[src/rtl/bat_probe_pkg.sv]
package bat_probe_pkg;

  typedef enum logic [2:0] {
    S_IDLE    = 3'd0,
    S_FETCH   = 3'd1,
    S_INVERT  = 3'd2,
    S_REFETCH = 3'd3,
    S_JUDGE   = 3'd4,
    S_RESTORE = 3'd5,
    S_FLAG    = 3'd6,
    S_DONE    = 3'd7
  } probe_state_t;

endpackage

[src/rtl/bat_probe_rdpipe.sv]
// Tracks the fixed read latency of the memory port: rvalid is high in the
// cycle in which read data for a strobe issued RD_LAT edges earlier is valid.
module bat_probe_rdpipe #(
  parameter int RD_LAT = 1
) (
  input  logic clk,
  input  logic rst,
  input  logic issue,
  output logic rvalid
);

  logic [RD_LAT-1:0] stage_q;

  generate
    if (RD_LAT == 1) begin : g_single
      always_ff @(posedge clk) begin
        if (rst) stage_q <= '0;
        else     stage_q <= issue;
      end
    end else begin : g_chain
      always_ff @(posedge clk) begin
        if (rst) stage_q <= '0;
        else     stage_q <= {stage_q[RD_LAT-2:0], issue};
      end
    end
  endgenerate

  assign rvalid = stage_q[RD_LAT-1];

endmodule

[src/rtl/bat_probe_capture.sv]
// Holds the first and second read values and judges whether the inverted
// write took effect.
module bat_probe_capture #(
  parameter int DW = 8
) (
  input  logic          clk,
  input  logic          rst,
  input  logic          cap_first,
  input  logic          cap_second,
  input  logic [DW-1:0] rdata,
  output logic [DW-1:0] orig,
  output logic          match
);

  logic [DW-1:0] orig_q;
  logic [DW-1:0] again_q;

  always_ff @(posedge clk) begin
    if (rst) begin
      orig_q  <= '0;
      again_q <= '0;
    end else begin
      if (cap_first)  orig_q  <= rdata;
      if (cap_second) again_q <= rdata;
    end
  end

  assign orig  = orig_q;
  assign match = (again_q == ~orig_q);

  a_r4_capture_exclusive: assert property (@(posedge clk) disable iff (rst)
    !(cap_first && cap_second));

endmodule

[src/rtl/bat_probe_fsm.sv]
module bat_probe_fsm
  import bat_probe_pkg::*;
#(
  parameter int            DW        = 8,
  parameter int            AW        = 11,
  parameter logic [AW-1:0] TEST_ADDR = '0
) (
  input  logic          clk,
  input  logic          rst,
  input  logic          start,
  input  logic          rvalid,
  input  logic          match,
  input  logic [DW-1:0] rdata,
  input  logic [DW-1:0] orig,
  output logic          cap_first,
  output logic          cap_second,
  output logic [AW-1:0] mem_addr,
  output logic [DW-1:0] mem_wdata,
  output logic          mem_we,
  output logic          mem_re,
  output logic          done,
  output logic          battery_low,
  output logic          data_suspect
);

  probe_state_t state_q;

  assign cap_first  = (state_q == S_FETCH)   && rvalid;
  assign cap_second = (state_q == S_REFETCH) && rvalid;

  always_ff @(posedge clk) begin
    if (rst) begin
      state_q      <= S_IDLE;
      mem_addr     <= TEST_ADDR;
      mem_wdata    <= '0;
      mem_we       <= 1'b0;
      mem_re       <= 1'b0;
      done         <= 1'b0;
      battery_low  <= 1'b0;
      data_suspect <= 1'b0;
    end else begin
      mem_we <= 1'b0;
      mem_re <= 1'b0;
      unique case (state_q)
        S_IDLE: begin
          state_q <= S_FETCH;
          mem_re  <= 1'b1;
        end
        S_FETCH: begin
          if (rvalid) begin
            state_q   <= S_INVERT;
            mem_we    <= 1'b1;
            mem_wdata <= ~rdata;
          end
        end
        S_INVERT: begin
          state_q <= S_REFETCH;
          mem_re  <= 1'b1;
        end
        S_REFETCH: begin
          if (rvalid) state_q <= S_JUDGE;
        end
        S_JUDGE: begin
          if (match) begin
            state_q   <= S_RESTORE;
            mem_we    <= 1'b1;
            mem_wdata <= orig;
          end else begin
            state_q <= S_FLAG;
          end
        end
        S_RESTORE: begin
          state_q      <= S_DONE;
          done         <= 1'b1;
          battery_low  <= 1'b0;
          data_suspect <= 1'b0;
        end
        S_FLAG: begin
          state_q      <= S_DONE;
          done         <= 1'b1;
          battery_low  <= 1'b1;
          data_suspect <= 1'b1;
        end
        S_DONE: begin
          if (start) begin
            state_q      <= S_FETCH;
            mem_re       <= 1'b1;
            done         <= 1'b0;
            battery_low  <= 1'b0;
            data_suspect <= 1'b0;
          end
        end
        default: state_q <= S_IDLE;
      endcase
    end
  end

  // strobes are exclusive single-cycle pulses
  a_r4_no_overlap: assert property (@(posedge clk) disable iff (rst)
    !(mem_we && mem_re));
  a_r4_re_pulse: assert property (@(posedge clk) disable iff (rst)
    mem_re |=> !mem_re);
  a_r4_we_pulse: assert property (@(posedge clk) disable iff (rst)
    mem_we |=> !mem_we);

  // the first write carries the inverse of the captured byte
  a_r3_comp_data: assert property (@(posedge clk) disable iff (rst)
    (state_q == S_INVERT) |-> (mem_wdata == ~orig));

  // read data only arrives while a read is awaited
  a_r5_valid_when_waiting: assert property (@(posedge clk) disable iff (rst)
    rvalid |-> (state_q == S_FETCH || state_q == S_REFETCH));

  // restore write carries the original byte and precedes a good result
  a_r6_restore_data: assert property (@(posedge clk) disable iff (rst)
    (state_q == S_RESTORE) |-> (mem_we && mem_wdata == orig));
  a_r6_restore_seen: assert property (@(posedge clk) disable iff (rst)
    ($rose(done) && !battery_low) |-> $past(mem_we));

  // a low result comes without a restore, and both flags agree
  a_r7_no_restore_on_low: assert property (@(posedge clk) disable iff (rst)
    ($rose(done) && battery_low) |-> !$past(mem_we));
  a_r7_flags_agree: assert property (@(posedge clk) disable iff (rst)
    done |-> (data_suspect == battery_low));

  // the port is quiet while the result is held
  a_r8_done_quiet: assert property (@(posedge clk) disable iff (rst)
    done |-> (!mem_we && !mem_re));

endmodule

[src/rtl/bat_probe.sv]
module bat_probe #(
  parameter int            DW        = 8,
  parameter int            AW        = 11,
  parameter int            RD_LAT    = 1,
  parameter logic [AW-1:0] TEST_ADDR = '0
) (
  input  logic          clk,
  input  logic          rst,
  input  logic          start,
  output logic [AW-1:0] mem_addr,
  output logic [DW-1:0] mem_wdata,
  output logic          mem_we,
  output logic          mem_re,
  input  logic [DW-1:0] mem_rdata,
  output logic          done,
  output logic          battery_low,
  output logic          data_suspect
);

  logic          rvalid;
  logic          match;
  logic          cap_first;
  logic          cap_second;
  logic [DW-1:0] orig;

  bat_probe_rdpipe #(.RD_LAT(RD_LAT)) u_rdpipe (
    .clk    (clk),
    .rst    (rst),
    .issue  (mem_re),
    .rvalid (rvalid)
  );

  bat_probe_capture #(.DW(DW)) u_capture (
    .clk        (clk),
    .rst        (rst),
    .cap_first  (cap_first),
    .cap_second (cap_second),
    .rdata      (mem_rdata),
    .orig       (orig),
    .match      (match)
  );

  bat_probe_fsm #(.DW(DW), .AW(AW), .TEST_ADDR(TEST_ADDR)) u_fsm (
    .clk          (clk),
    .rst          (rst),
    .start        (start),
    .rvalid       (rvalid),
    .match        (match),
    .rdata        (mem_rdata),
    .orig         (orig),
    .cap_first    (cap_first),
    .cap_second   (cap_second),
    .mem_addr     (mem_addr),
    .mem_wdata    (mem_wdata),
    .mem_we       (mem_we),
    .mem_re       (mem_re),
    .done         (done),
    .battery_low  (battery_low),
    .data_suspect (data_suspect)
  );

endmodule

[config.mk]
export PLATFORM = sky130hd
export DESIGN_NAME = bat_probe
export DESIGN_NICKNAME = d
export VERILOG_FILES = /design/src/rtl/bat_probe_pkg.sv /design/src/rtl/bat_probe_rdpipe.sv /design/src/rtl/bat_probe_capture.sv /design/src/rtl/bat_probe_fsm.sv /design/src/rtl/bat_probe.sv
export SDC_FILE = /design/constraint.sdc
export NUM_CORES = 1
export LEC_CHECK = 0
export BUFFER_PORTS_ARGS = -buffer_cell sky130_fd_sc_hd__buf_2
export CAP_MARGIN = 20
export CORE_MARGIN = 1
export CORE_UTILIZATION = 37
export CTS_CLUSTER_DIAMETER = 120
export DETAILED_ROUTE_END_ITERATION = 10
export SYNTH_ARGS = -nofsm -noshare
export SYNTH_HDL_FRONTEND = slang
export SYNTH_HIERARCHICAL = 1
export SYNTH_SLANG_ARGS = --single-unit
[constraint.sdc]
create_clock -name clk -period 2.2 [get_ports clk]
set_input_delay 0.11 -clock clk [delete_from_list [all_inputs] [get_ports clk]]
set_output_delay 0.11 -clock clk [all_outputs]
set_load 0.02 [all_outputs]
# --- Word level (Yosys, flattened, before mapping) ---
# Index checks and enable logic that the tools add are counted.
totals:
  register_bits: 32
  output_inout_bits: 24
  inputBits: 11
classes:
  bitwise: 2
  n_mux: 16
  n_eq_ne: 12
  n_reduce_logical: 12
op_table:
  columns: ["op", "count"]
  rows:
  - ["3-bit one-hot mux with 7 select lines", 1]
  - ["8-bit two-way mux", 2]
  - ["8-bit inverter", 2]
  - ["8-bit one-hot mux with 2 select lines", 1]
  - ["3-bit == test, second input constant", 4]
  - ["3-bit two-way mux", 3]
  - ["8-bit == test", 1]
  - ["2-bit inequality test, second input constant", 4]
  - ["3-bit by 2-bit == test with 1-bit output, second input constant", 2]
  - ["1-bit one-hot mux with 2 select lines", 3]
  - ["3-bit AND reduction", 2]
  - ["1-bit two-way mux", 4]
  - ["2-bit AND reduction", 2]
  - ["2-bit nonzero test", 2]
  - ["2-bit OR reduction", 2]
  - ["3-bit by 1-bit == test with 1-bit output, second input constant", 1]
  - ["3-bit zero test", 1]
  - ["1-bit one-hot mux with 3 select lines", 1]
  - ["3-bit nonzero test", 1]
  - ["1-bit logical AND", 2]
  - ["2-bit two-way mux", 1]

# --- Longest topological paths before layout ---
# Gate-level depths: netlist of run 1.
logic_depth:
  word_depth: 4
  mapped_depth: 8

# --- Cells and area by module ---
# The synthesis of run 1 kept the hierarchy.
by_module_without_submodules:
  columns: ["module", "n_inst", "area_each_um2", "cells_per_inst"]
  rows:
  - ["bat_probe_fsm", 1, 892.1, 100]
  - ["bat_probe_capture", 1, 665.6, 63]
  - ["bat_probe_rdpipe", 1, 33.8, 2]

# --- Worst setup path after synthesis of run 1 ---
# No wires, ideal clock.
synth_timing:
  path_kind: "flip-flop to flip-flop"
  startpoint: "register u_capture.orig_q[2], in the netlist u_capture/orig[2]"
  endpoint: "register u_fsm.mem_wdata[0]"
  path_slack_ns: 0.652
  synth_period_minus_slack_ns: 1.548
  path_buffers: 2
  setup_ns: 0.141
  arrival_ns: 1.407
  stages_incl_launch_ff: 9
  path_cell_list: "dfxtp_1 xor2_1 nand4_1 nor2_1 and4bb_1 buf_2 or2_1 buf_6 a311oi_2"
synth_between:
  elab_chain_cells: 4
synth_lines:
  columns: ["element", "line", "text"]
  rows:
  - ["from (decl)", "bat_probe_capture.sv:15", "logic [DW-1:0] orig_q;"]
  - ["from (signal assigned)", "bat_probe_capture.sv:23", "if (cap_first) orig_q <= rdata;"]
  - ["8-bit inverter", "bat_probe_capture.sv:29", "assign match = (again_q == ~orig_q);"]
  - ["8-bit == test", "bat_probe_capture.sv:29", null]
  - ["via match", "bat_probe.sv:21", "logic match;"]
  - ["2-bit inequality test (no line)", null, null]
  - ["3-bit AND reduction (no line)", null, null]
  - ["to (signal assigned)", "bat_probe_fsm.sv:53", "mem_wdata <= ~rdata;"]
  - ["to (signal assigned)", "bat_probe_fsm.sv:67", "mem_wdata <= orig;"]
  - ["to (decl)", "bat_probe_fsm.sv:18", "output logic [DW-1:0] mem_wdata,"]
# The timed path passes the listed nets, and every way through them passes these cells.
# A chain may end at the register's enable or synchronous reset.

# --- Worst setup path after layout of run 1 ---
layout_timing:
  startpoint: "register u_capture.orig_q[2], in the netlist u_capture/orig[2]"
  endpoint: "register u_fsm.mem_wdata[5]"
# Same word-level chain as after synthesis.

==> results of run 1 <==
-- layout make-up --
class,count,share of cell area
Multi-Input combinational cell,115,0.4550
Timing Repair Buffer,28,0.08853
Clock buffer,5,0.03991
Sequential cell,32,0.3716
Inverter,4,0.008708
Tap cell,50,0.03628
-- where the power goes --
part	leakage, nW	internal, mW	total [mW]	switching (mW)
combinational	0.428	0.0400	0.107	0.0671
clock	0.0359	0.203	0.391	0.188
sequential	0.259	0.594	0.607	0.0133
total	0.724	0.837	1.11	0.268
-- cell families after synthesis --
group           share of synthesized area
compound gates                     0.1258
mux                                0.1006
buf+inv                            0.1281
other cells                      0.002356
simple gates                       0.1965
xor+xnor                          0.04403
flops                              0.4025
-- stage by stage --
stage               hold slack [ps]  cells  instance area (sq um)
detailed placement            390.2    229                   1655
finish                        101.6    234                   1724
global route                  105.1    234                   1724
global placement              378.3    229                   1655
floorplan                     174.3    175                   1629
CTS                           98.06    234                   1724
-- state kept, by name, summed over array words and instances (netlist names) --
name / flops
u_fsm/mem_re: 1
u_rdpipe/rvalid: 1
u_fsm/done: 1
u_fsm/mem_we: 1
u_capture/again_q: 8
u_capture/orig: 8
u_fsm/state_q: 3
u_fsm/mem_wdata: 8
u_fsm/data_suspect: 1
-- Yosys cell counts (all sizes together) --
master | number | area share
inv | 4 | 0.0094
mux2i | 16 | 0.10
clkbuf | 2 | 0.0055
a31oi | 2 | 0.0079
a221oi | 1 | 0.0055
a211oi | 1 | 0.0047
a311oi | 8 | 0.075
o21a | 1 | 0.0047
or2 | 9 | 0.035
a21oi | 3 | 0.0094
nand2b | 1 | 0.0039
o22ai | 1 | 0.0039
nand4 | 2 | 0.0079
xor2 | 8 | 0.044
nor2b | 4 | 0.020
conb | 1 | 0.0024
nand2 | 10 | 0.024
and4bb | 2 | 0.016
dfxtp | 32 | 0.40
nor2 | 21 | 0.050
o21ai | 1 | 0.0031
o21bai | 1 | 0.0047
nor3 | 9 | 0.028
and2 | 1 | 0.0039
o21ba | 1 | 0.0063
buf | 22 | 0.11
nor3b | 1 | 0.0079
-- layer usage --
metal  vias up  GRT usage  share of wire
met5         -          0              0
met4         0    0.07181          0.012
met3         4    0.04730          0.045
met2        32     0.2574           0.52
met1       545     0.1590           0.43
li1        574          -              -
-- placed cells by master (no fill, tap or decap), types with 2 or more instances in the layout --
master    instances
dfxtp_1          32
buf_2            23
nor2_1           21
mux2i_1          16
conb_1           11
nand2_1          10
nor3_1            9
xor2_1            8
or2_2             8
a311oi_2          8
clkbuf_8          5
buf_4             5
inv_1             4
nor2b_1           3
a21oi_1           3
nand4_1           2
and4bb_1          2
a31oi_1           2
-- worst max-delay path: cells and delay by family, from the launching register on --
family / cells / cell delay, ps
simple gates: 4 / 940
flops: 1 / 370
xor+xnor: 1 / 190
compound gates: 1 / 170
-- how the worst min path moves through the flow --
stage	start	to	slack, ps	cells after the start
after floorplan	rst	u_rdpipe/rvalid	170	1
after global placement	mem_rdata[0]	u_capture/orig[0]	380	3
after detailed placement	mem_rdata[6]	u_capture/again_q[6]	390	3
after CTS	mem_rdata[4]	u_capture/again_q[4]	100	3
after global routing	mem_rdata[4]	u_capture/orig[4]	110	3
final	mem_rdata[4]	u_capture/again_q[4]	100	3
==> flow_summary_export.csv, run 1 <==
group,metric,value,unit
global_routing,first_global_vias,1116,
floorplan,die_area,0.004568,sq mm
timing,fmax,547.7,MHz
detailed_routing,vias,1155,
power_and_ir_drop,powerDensity,641.2,mW/mm^2
timing,hold_viol_final,0,
finish,fillCellCount,412,
worst_setup_path,slowest_delay,380,ps
clocking,post_cts_resized,0,
place,pre_cts_ws,391.0,ps
synthesis,yosysUniqueCellTypes,32,
synthesis,synth_warnings,6,
worst_setup_path,critPathRequiredTime,2330,ps
status,outcome,"complete, no violations",
finish,diodes,0,
clocking,post_cts_buffers,0,
worst_setup_path,critical_path.endpoint,"u_fsm/mem_wdata[5]",
finish,ff_latch_area,640.6,sq um
clocking,cts_hold_buf,0,
timing,slew_viol_final,0,
detailed_routing,drc,0,
worst_setup_path,setup.worst_path.start_class,"flip-flop",
floorplan,die_width,67.59,microns
clocking,worstSkewPairLatency,270,ps
floorplan,rows,23,
timing,grt_setup_unrepaired,"no",
timing,worst_pin_slew,665.1,ps
worst_setup_path,reg2reg_slack,370,ps
worst_setup_path,worstReg2RegStart,"u_capture/orig[2]",
worst_setup_path,endpoint_kind,"flip-flop",
detailed_routing,post_drt_wl_per_cell,12.34,microns
worst_setup_path,crit_start,"u_capture/orig[2]",
synthesis,synth-seq-area-share,0.4025,
clocking,cts_buffer_depth,2,
detailed_routing,final_antenna_net_count,0,
timing,skew,3.417,ps
place,gp_congestion,0.7457,
global_routing,grt_max_degree,33,
job,maxCapViolations,0,
floorplan,io_pins,35,
place,hpwlAfterDp,2110,microns
power_and_ir_drop,p_leak,0.7237,nW
clocking,cts_root_buf,"clkbuf_8",
clocking,cts-htree-levels,2,
worst_setup_path,ff2ff_path_depth,6,
synthesis,netlist_instances,165,
power_and_ir_drop,ir_worst_vdd,356.8,uV
timing,setup-tns-final,0,ps
place,io_buffers,23,
global_routing,grt_pass1_wl,4899,microns
global_routing,grt_usage,0.1477,
global_routing,grt_overflow,0,
detailed_routing,drt_pass1_iterations,4,
timing,finalSetupViolCount,0,
finish,area_delta_synth_final,8.333,%
timing,period_share,0.8299,
finish,utilization,0.4249,
worst_hold_path,hold_class,"in2reg",
timing,maxSlewHeadroom,0.5566,
detailed_routing,drt_iter0_markers,33,
synthesis,avgSynthCellArea,9.646,sq um
finish,drive_above_1_share,0.2826,
finish,nets,197,
detailed_routing,vias_per_cell,4.936,
worst_setup_path,crit_fanout,9,
synthesis,syn_area,0.001592,sq mm
worst_setup_path,arrival,1950,ps
power_and_ir_drop,finalPower,1.105,mW
floorplan,initial_utilization,0.3922,
timing,layout_setup_ws,374.3,ps
clocking,cts_sinks,32,
worst_setup_path,crit_type,"reg2reg",
clocking,path_clk_slew,60,ps
global_routing,antenna_found_initial,0,
worst_setup_path,cpMaxStageDelayCell,"or2_1",
finish,multi_input_comb_area,784.5,sq um
floorplan,core_area,0.004058,sq mm
timing,period_minus_slack,1826,ps
worst_setup_path,worst_r2r_endpoint,"u_fsm/mem_wdata[5]",
synthesis,synth_seq_cells,32,
clocking,cts_tree,"yes",
detailed_routing,drt-total-wl,2887,microns
clocking,cts_buffers,5,
floorplan,die_y,67.59,microns
worst_setup_path,crit_chain,"xor2_1 -> nand4_1 -> nor2_1 -> and4bb_1 -> or2_1 -> a311oi_2",
(Power assumes the default switching activity.)
==> run 2: changes to the inputs <==
--- a/config.mk
+++ b/config.mk
@@ -5,6 +5,7 @@
 export SDC_FILE = /design/constraint.sdc
 export NUM_CORES = 1
 export LEC_CHECK = 0
+export ABC_AREA = 1
 export BUFFER_PORTS_ARGS = -buffer_cell sky130_fd_sc_hd__buf_2
 export CAP_MARGIN = 20
 export CORE_MARGIN = 1
==> constraint.sdc (replaced) <==
create_clock -name clk -period 1.8 [get_ports clk]
set_input_delay 0.09 -clock clk [delete_from_list [all_inputs] [get_ports clk]]
set_output_delay 0.09 -clock clk [all_outputs]
set_load 0.02 [all_outputs]
==> flow_summary_export.csv, run 2 <==
group,metric,value,unit
status,outcome,"complete, no violations",
floorplan,die_area,0.005240,sq mm
global_routing,grt_max_degree,17,
synthesis,synth_top_cell_by_area,"dfxtp_1",
worst_setup_path,setup.worst_path.start_class,"flip-flop",
place,hpwlAfterDp,2457,microns
timing,fmax,647.8,MHz
timing,worst_hold_slack,120.5,ps
synthesis,netlist_instances,253,
worst_setup_path,critPathTopFamily,"simple AND/OR/NAND/NOR gates",
clocking,post_cts_buffers,0,
floorplan,die_y,72.39,microns
finish,fillCellCount,527,
timing,period_minus_slack,1544,ps
timing,finalSetupViolCount,0,
clocking,cts_sinks,32,
timing,hold_viol_final,0,
clocking,post_cts_resized,0,
finish,drive_above_1_share,0.2210,
synthesis,synth_top_area_frac,0.3495,
floorplan,initial_utilization,0.3855,
worst_setup_path,critPathMostFrequentCell,"nor2_1",
synthesis,synth_edf_count,0,
worst_setup_path,reg2reg_slack,260,ps
finish,area_delta_synth_final,8.396,%
place,pre_cts_ws,243.2,ps
synthesis,synth_area_leaders,"dfxtp_1, nand2_1, a211oi_2, nor2_1, inv_1",
finish,nets,287,
synthesis,synth-seq-area-share,0.3495,
detailed_routing,vias,1459,
power_and_ir_drop,finalPower,1.563,mW
worst_setup_path,cpMaxStageDelayCell,"dfxtp_1",
global_routing,antenna_found_initial,0,
worst_setup_path,slowest_delay,350,ps
worst_setup_path,crit_type,"reg2reg",
detailed_routing,drc,0,
timing,grt_setup_unrepaired,"no",
detailed_routing,drt-total-wl,3369,microns
synthesis,synthTopCellsByCount,"nand2_1, nor2_1, inv_1",
finish,instances_no_fill,343,
detailed_routing,drt_pass1_iterations,4,
worst_setup_path,critPathRequiredTime,1980,ps
clocking,worstSkewPairLatency,280,ps
clocking,cts_root_buf,"clkbuf_8",
synthesis,avgSynthCellArea,7.245,sq um
detailed_routing,vias_per_cell,4.254,
worst_hold_path,hold_class,"in2reg",
finish,final_common_cell,"nand2_1",
detailed_routing,drt_iter0_markers,52,
worst_setup_path,crit_fanout,9,
synthesis,synth_ff_type,"dfxtp_1",
finish,utilization,0.4179,
power_and_ir_drop,p_leak,0.9392,nW
clocking,cts-htree-levels,2,
worst_setup_path,crit_chain,"inv_1 -> nand2_1 -> nand2_1 -> nor2_1 -> nand2_1 -> nor2_1 -> nand3_4 -> inv_4 -> nor2_8 -> nor2_1 -> nor2_1",
detailed_routing,post_drt_wl_per_cell,9.822,microns
floorplan,rows,25,
power_and_ir_drop,ir_worst_vdd,370.0,uV
worst_setup_path,endpoint_kind,"flip-flop",
timing,layout_setup_ws,256.4,ps
clocking,path_clk_slew,60,ps
synthesis,yosysMostFrequentCell,"nand2_1",
timing,skew,4.179,ps
worst_setup_path,path_buf_inv,2,
job,maxCapViolations,0,
global_routing,first_global_vias,1201,
global_routing,grt_overflow,0,
place,placedCellCount,336,
floorplan,io_pins,35,
floorplan,die_width,72.39,microns
power_and_ir_drop,powerDensity,786.9,mW/mm^2
synthesis,synth_seq_cells,32,
finish,design_area,0.001987,sq mm
finish,final_cell_mix,"nand2_1, nor2_1, inv_1, dfxtp_1",
timing,period_share,0.8576,
global_routing,grt_usage,0.1460,
timing,slew_viol_final,0,
place,dpl_cell_area,0.001909,sq mm
clocking,cts_buffer_depth,2,
synthesis,syn_area,0.001833,sq mm
place,gp_congestion,0.7598,
floorplan,core_area,0.004755,sq mm
finish,diodes,0,
timing,setup-tns-final,0,ps
clocking,cts_hold_buf,0,
synthesis,async_reset_ff_frac,0,
worst_setup_path,arrival,1720,ps
synthesis,yosysUniqueCellTypes,25,
clocking,cts_buffers,5,
synthesis,synth_warnings,6,
clocking,cts_tree,"yes",
global_routing,grt_pass1_wl,5706,microns
place,io_buffers,23,
detailed_routing,final_antenna_net_count,0,
run 2: cell count changes after synthesis, moves of 16 or more:
cell,delta
nand2_1,+49
inv_1,+34
nand3_1,+23
nor2_1,+18
a211oi_2,+16
mux2i_1,-16
run 2: final timing paths:
path                      from              endpoint  cells after the start
max          u_capture/orig[4]    u_fsm/mem_wdata[3]                     11
max reg2reg  u_capture/orig[4]    u_fsm/mem_wdata[3]                     11
min               mem_rdata[5]  u_capture/again_q[5]                      3
min reg2reg       u_fsm/mem_re       u_rdpipe/rvalid                      2
run 2: routing by layer:
layer  track usage  vias to the layer above  routed length (microns)
li1              -                      805                        -
met1        0.2019                      600                     1694
met2        0.2004                       48                     1403
met3       0.04583                        6                      188
met4       0.07843                        0                       82
met5             0                        -                        0
run 2: where the power goes:
part,switching (mW),leakage [nW],internal [mW]
registers,0.0354,0.260,0.744
clock network,0.259,0.0410,0.263
logic,0.176,0.638,0.0872
total,0.470,0.939,1.09
run 2: cells by family after synthesis:
| kind of cell | synth area share |
|---|---|
| other | 0.002046 |
| buffers and inverters | 0.1939 |
| AO/OA/AOI/OAI | 0.1256 |
| AND/OR/NAND/NOR | 0.3290 |
| flip-flops | 0.3495 |
run 2: area by class of cell:
type                       instances  area, sq um  area share
clock buffer                       6        72.57     0.03652
timing repair buffer              26        137.6     0.06927
clock inverter                     1        5.005    0.002519
inverter                          44        172.7     0.08690
sequential                        32        640.6      0.3224
multi-input combinational        167        874.6      0.4402
tap                               67        83.83     0.04219
run 2: worst min-delay path, cell delays in order:
cell,delay (ps)
buf_2,100
nor2_1,50
a211oi_2,120
==> run 3: changes to the inputs <==
--- a/config.mk
+++ b/config.mk
@@ -12,6 +12,8 @@
 export CORE_UTILIZATION = 37
 export CTS_CLUSTER_DIAMETER = 120
 export DETAILED_ROUTE_END_ITERATION = 10
+export MAX_ROUTING_LAYER = met4
+export RECOVER_POWER = 100
 export SYNTH_ARGS = -nofsm -noshare
 export SYNTH_HDL_FRONTEND = slang
 export SYNTH_HIERARCHICAL = 1
==> flow_summary_export.csv, run 3 (same netlist as run 2, synthesis figures left out) <==
group,metric,value,unit
detailed_routing,vias_per_cell,4.207,
global_routing,grt_pass1_wl,5713,microns
worst_setup_path,arrival,1710,ps
detailed_routing,drt_iter0_markers,51,
status,outcome,"complete, no violations",
timing,slew_viol_final,0,
worst_setup_path,critPathRequiredTime,1980,ps
power_and_ir_drop,ir_worst_vdd,369.8,uV
worst_setup_path,crit_chain,"inv_1 -> nand2_1 -> nand2_1 -> nor2_1 -> nand2_1 -> nor2_1 -> nand3_4 -> inv_4 -> nor2_4 -> nor2_1 -> nor2_1",
timing,skew,4.555,ps
worst_hold_path,min_from,"mem_rdata[5]",
clocking,cts_hold_buf,0,
place,gp_congestion,0.7698,
floorplan,die_y,72.39,microns
clocking,cts_tree,"yes",
timing,hold_viol_final,0,
worst_setup_path,slowest_delay,350,ps
clocking,path_clk_slew,60,ps
floorplan,die_width,72.39,microns
clocking,cts_root_buf,"clkbuf_8",
job,maxCapViolations,0,
timing,finalSetupViolCount,0,
timing,period_minus_slack,1535,ps
detailed_routing,drc,0,
finish,nets,287,
global_routing,grt_max_degree,17,
finish,utilization,0.4079,
worst_hold_path,hold_class,"in2reg",
floorplan,io_pins,35,
detailed_routing,post_drt_wl_per_cell,9.959,microns
worst_setup_path,setup.worst_path.start_class,"flip-flop",
finish,drive_above_1_share,0.1522,
worst_setup_path,crit_fanout,9,
global_routing,first_global_vias,1200,
timing,worst_pin_slew,569.0,ps
worst_setup_path,crit_type,"reg2reg",
clocking,post_cts_resized,0,
worst_setup_path,critPathTopFamily,"simple AND/OR/NAND/NOR gates",
place,hpwlAfterDp,2457,microns
clocking,cts_buffers,5,
floorplan,rows,25,
timing,period_share,0.8528,
place,io_buffers,23,
power_and_ir_drop,p_leak,0.8742,nW
detailed_routing,drt-total-wl,3416,microns
detailed_routing,vias,1443,
timing,fmax,651.5,MHz
finish,multi_input_comb_area,843.3,sq um
clocking,cts-htree-levels,2,
finish,final_common_cell,"nand2_1",
floorplan,initial_utilization,0.3855,
global_routing,grt_overflow,0,
worst_setup_path,crit_start,"u_capture/orig[4]",
worst_setup_path,path_buf_inv,2,
finish,ff_latch_area,640.6,sq um
timing,grt_setup_unrepaired,"no",
timing,setup-tns-final,0,ps
clocking,cts_buffer_depth,2,
global_routing,antenna_found_initial,0,
finish,final_cell_mix,"nand2_1, nor2_1, inv_1, dfxtp_1, nand3_1",
clocking,cts_sinks,32,
worst_setup_path,worstReg2RegStart,"u_capture/orig[4]",
detailed_routing,final_antenna_net_count,0,
clocking,post_cts_buffers,0,
worst_setup_path,cpMaxStageDelayCell,"dfxtp_1",
finish,fillCellCount,539,
worst_setup_path,critPathMostFrequentCell,"nor2_1",
clocking,worstSkewPairLatency,280,ps
power_and_ir_drop,powerDensity,802.2,mW/mm^2
detailed_routing,drt_pass1_iterations,4,
finish,area_delta_synth_final,5.802,%
timing,maxSlewHeadroom,0.6203,
floorplan,core_area,0.004755,sq mm
global_routing,grt_usage,0.1504,
floorplan,die_area,0.005240,sq mm
finish,diodes,0,
worst_setup_path,endpoint_kind,"flip-flop",
## run 3: tightest hold or removal path: cells and delay by family
family          cells  cell delay [ps]
buf+inv             1              110
simple gates        1              100
compound gates      1               50
## run 3: cell type report
class,count,area share
Multi-Input combinational cell,167,0.4348
Sequential cell,32,0.3303
Inverter,44,0.08903
Timing Repair Buffer,26,0.06258
Tap cell,67,0.04323
Clock buffer,6,0.03742
Clock inverter,1,0.002581
## run 3: layer usage
layer | vias to the layer above | track usage | part of all wire
met5 | - | - | 0
met4 | 0 | 0.07843 | 0.024
met3 | 6 | 0.04583 | 0.040
met2 | 43 | 0.2004 | 0.40
met1 | 590 | 0.2019 | 0.53
li1 | 804 | - | -
## run 3: path summary, 6_finish.rpt
kind,to,slack [ps],cells after the start
max,u_fsm/mem_wdata[3],260,11
min,u_capture/again_q[5],110,3
max reg2reg,u_fsm/mem_wdata[3],260,11
min reg2reg,u_rdpipe/rvalid,430,2
## run 3: where the power goes
part / internal [mW] / total (mW) / switching [mW]
sequential: 0.744 / 0.779 / 0.0355
clock: 0.263 / 0.521 / 0.259
combinational: 0.0813 / 0.255 / 0.174
total: 1.09 / 1.56 / 0.468
## run 3: metrics by stage
stage / total power, mW / hold slack [ps] / std cells / setup slack (ps) / instance area [sq um]
4_1_cts: 1.584 / 111.1 / 343 / 229.9 / 1987
6_report: 1.556 / 112.9 / 343 / 265.0 / 1939
3_5_place_dp: 1.059 / 410.6 / 336 / 243.2 / 1909
5_1_grt: 1.640 / 122.8 / 343 / 64.88 / 1939
2_1_floorplan: 1.028 / 156.9 / 263 / 472.2 / 1871
3_3_place_gp: 1.060 / 408.7 / 336 / 249.6 / 1909
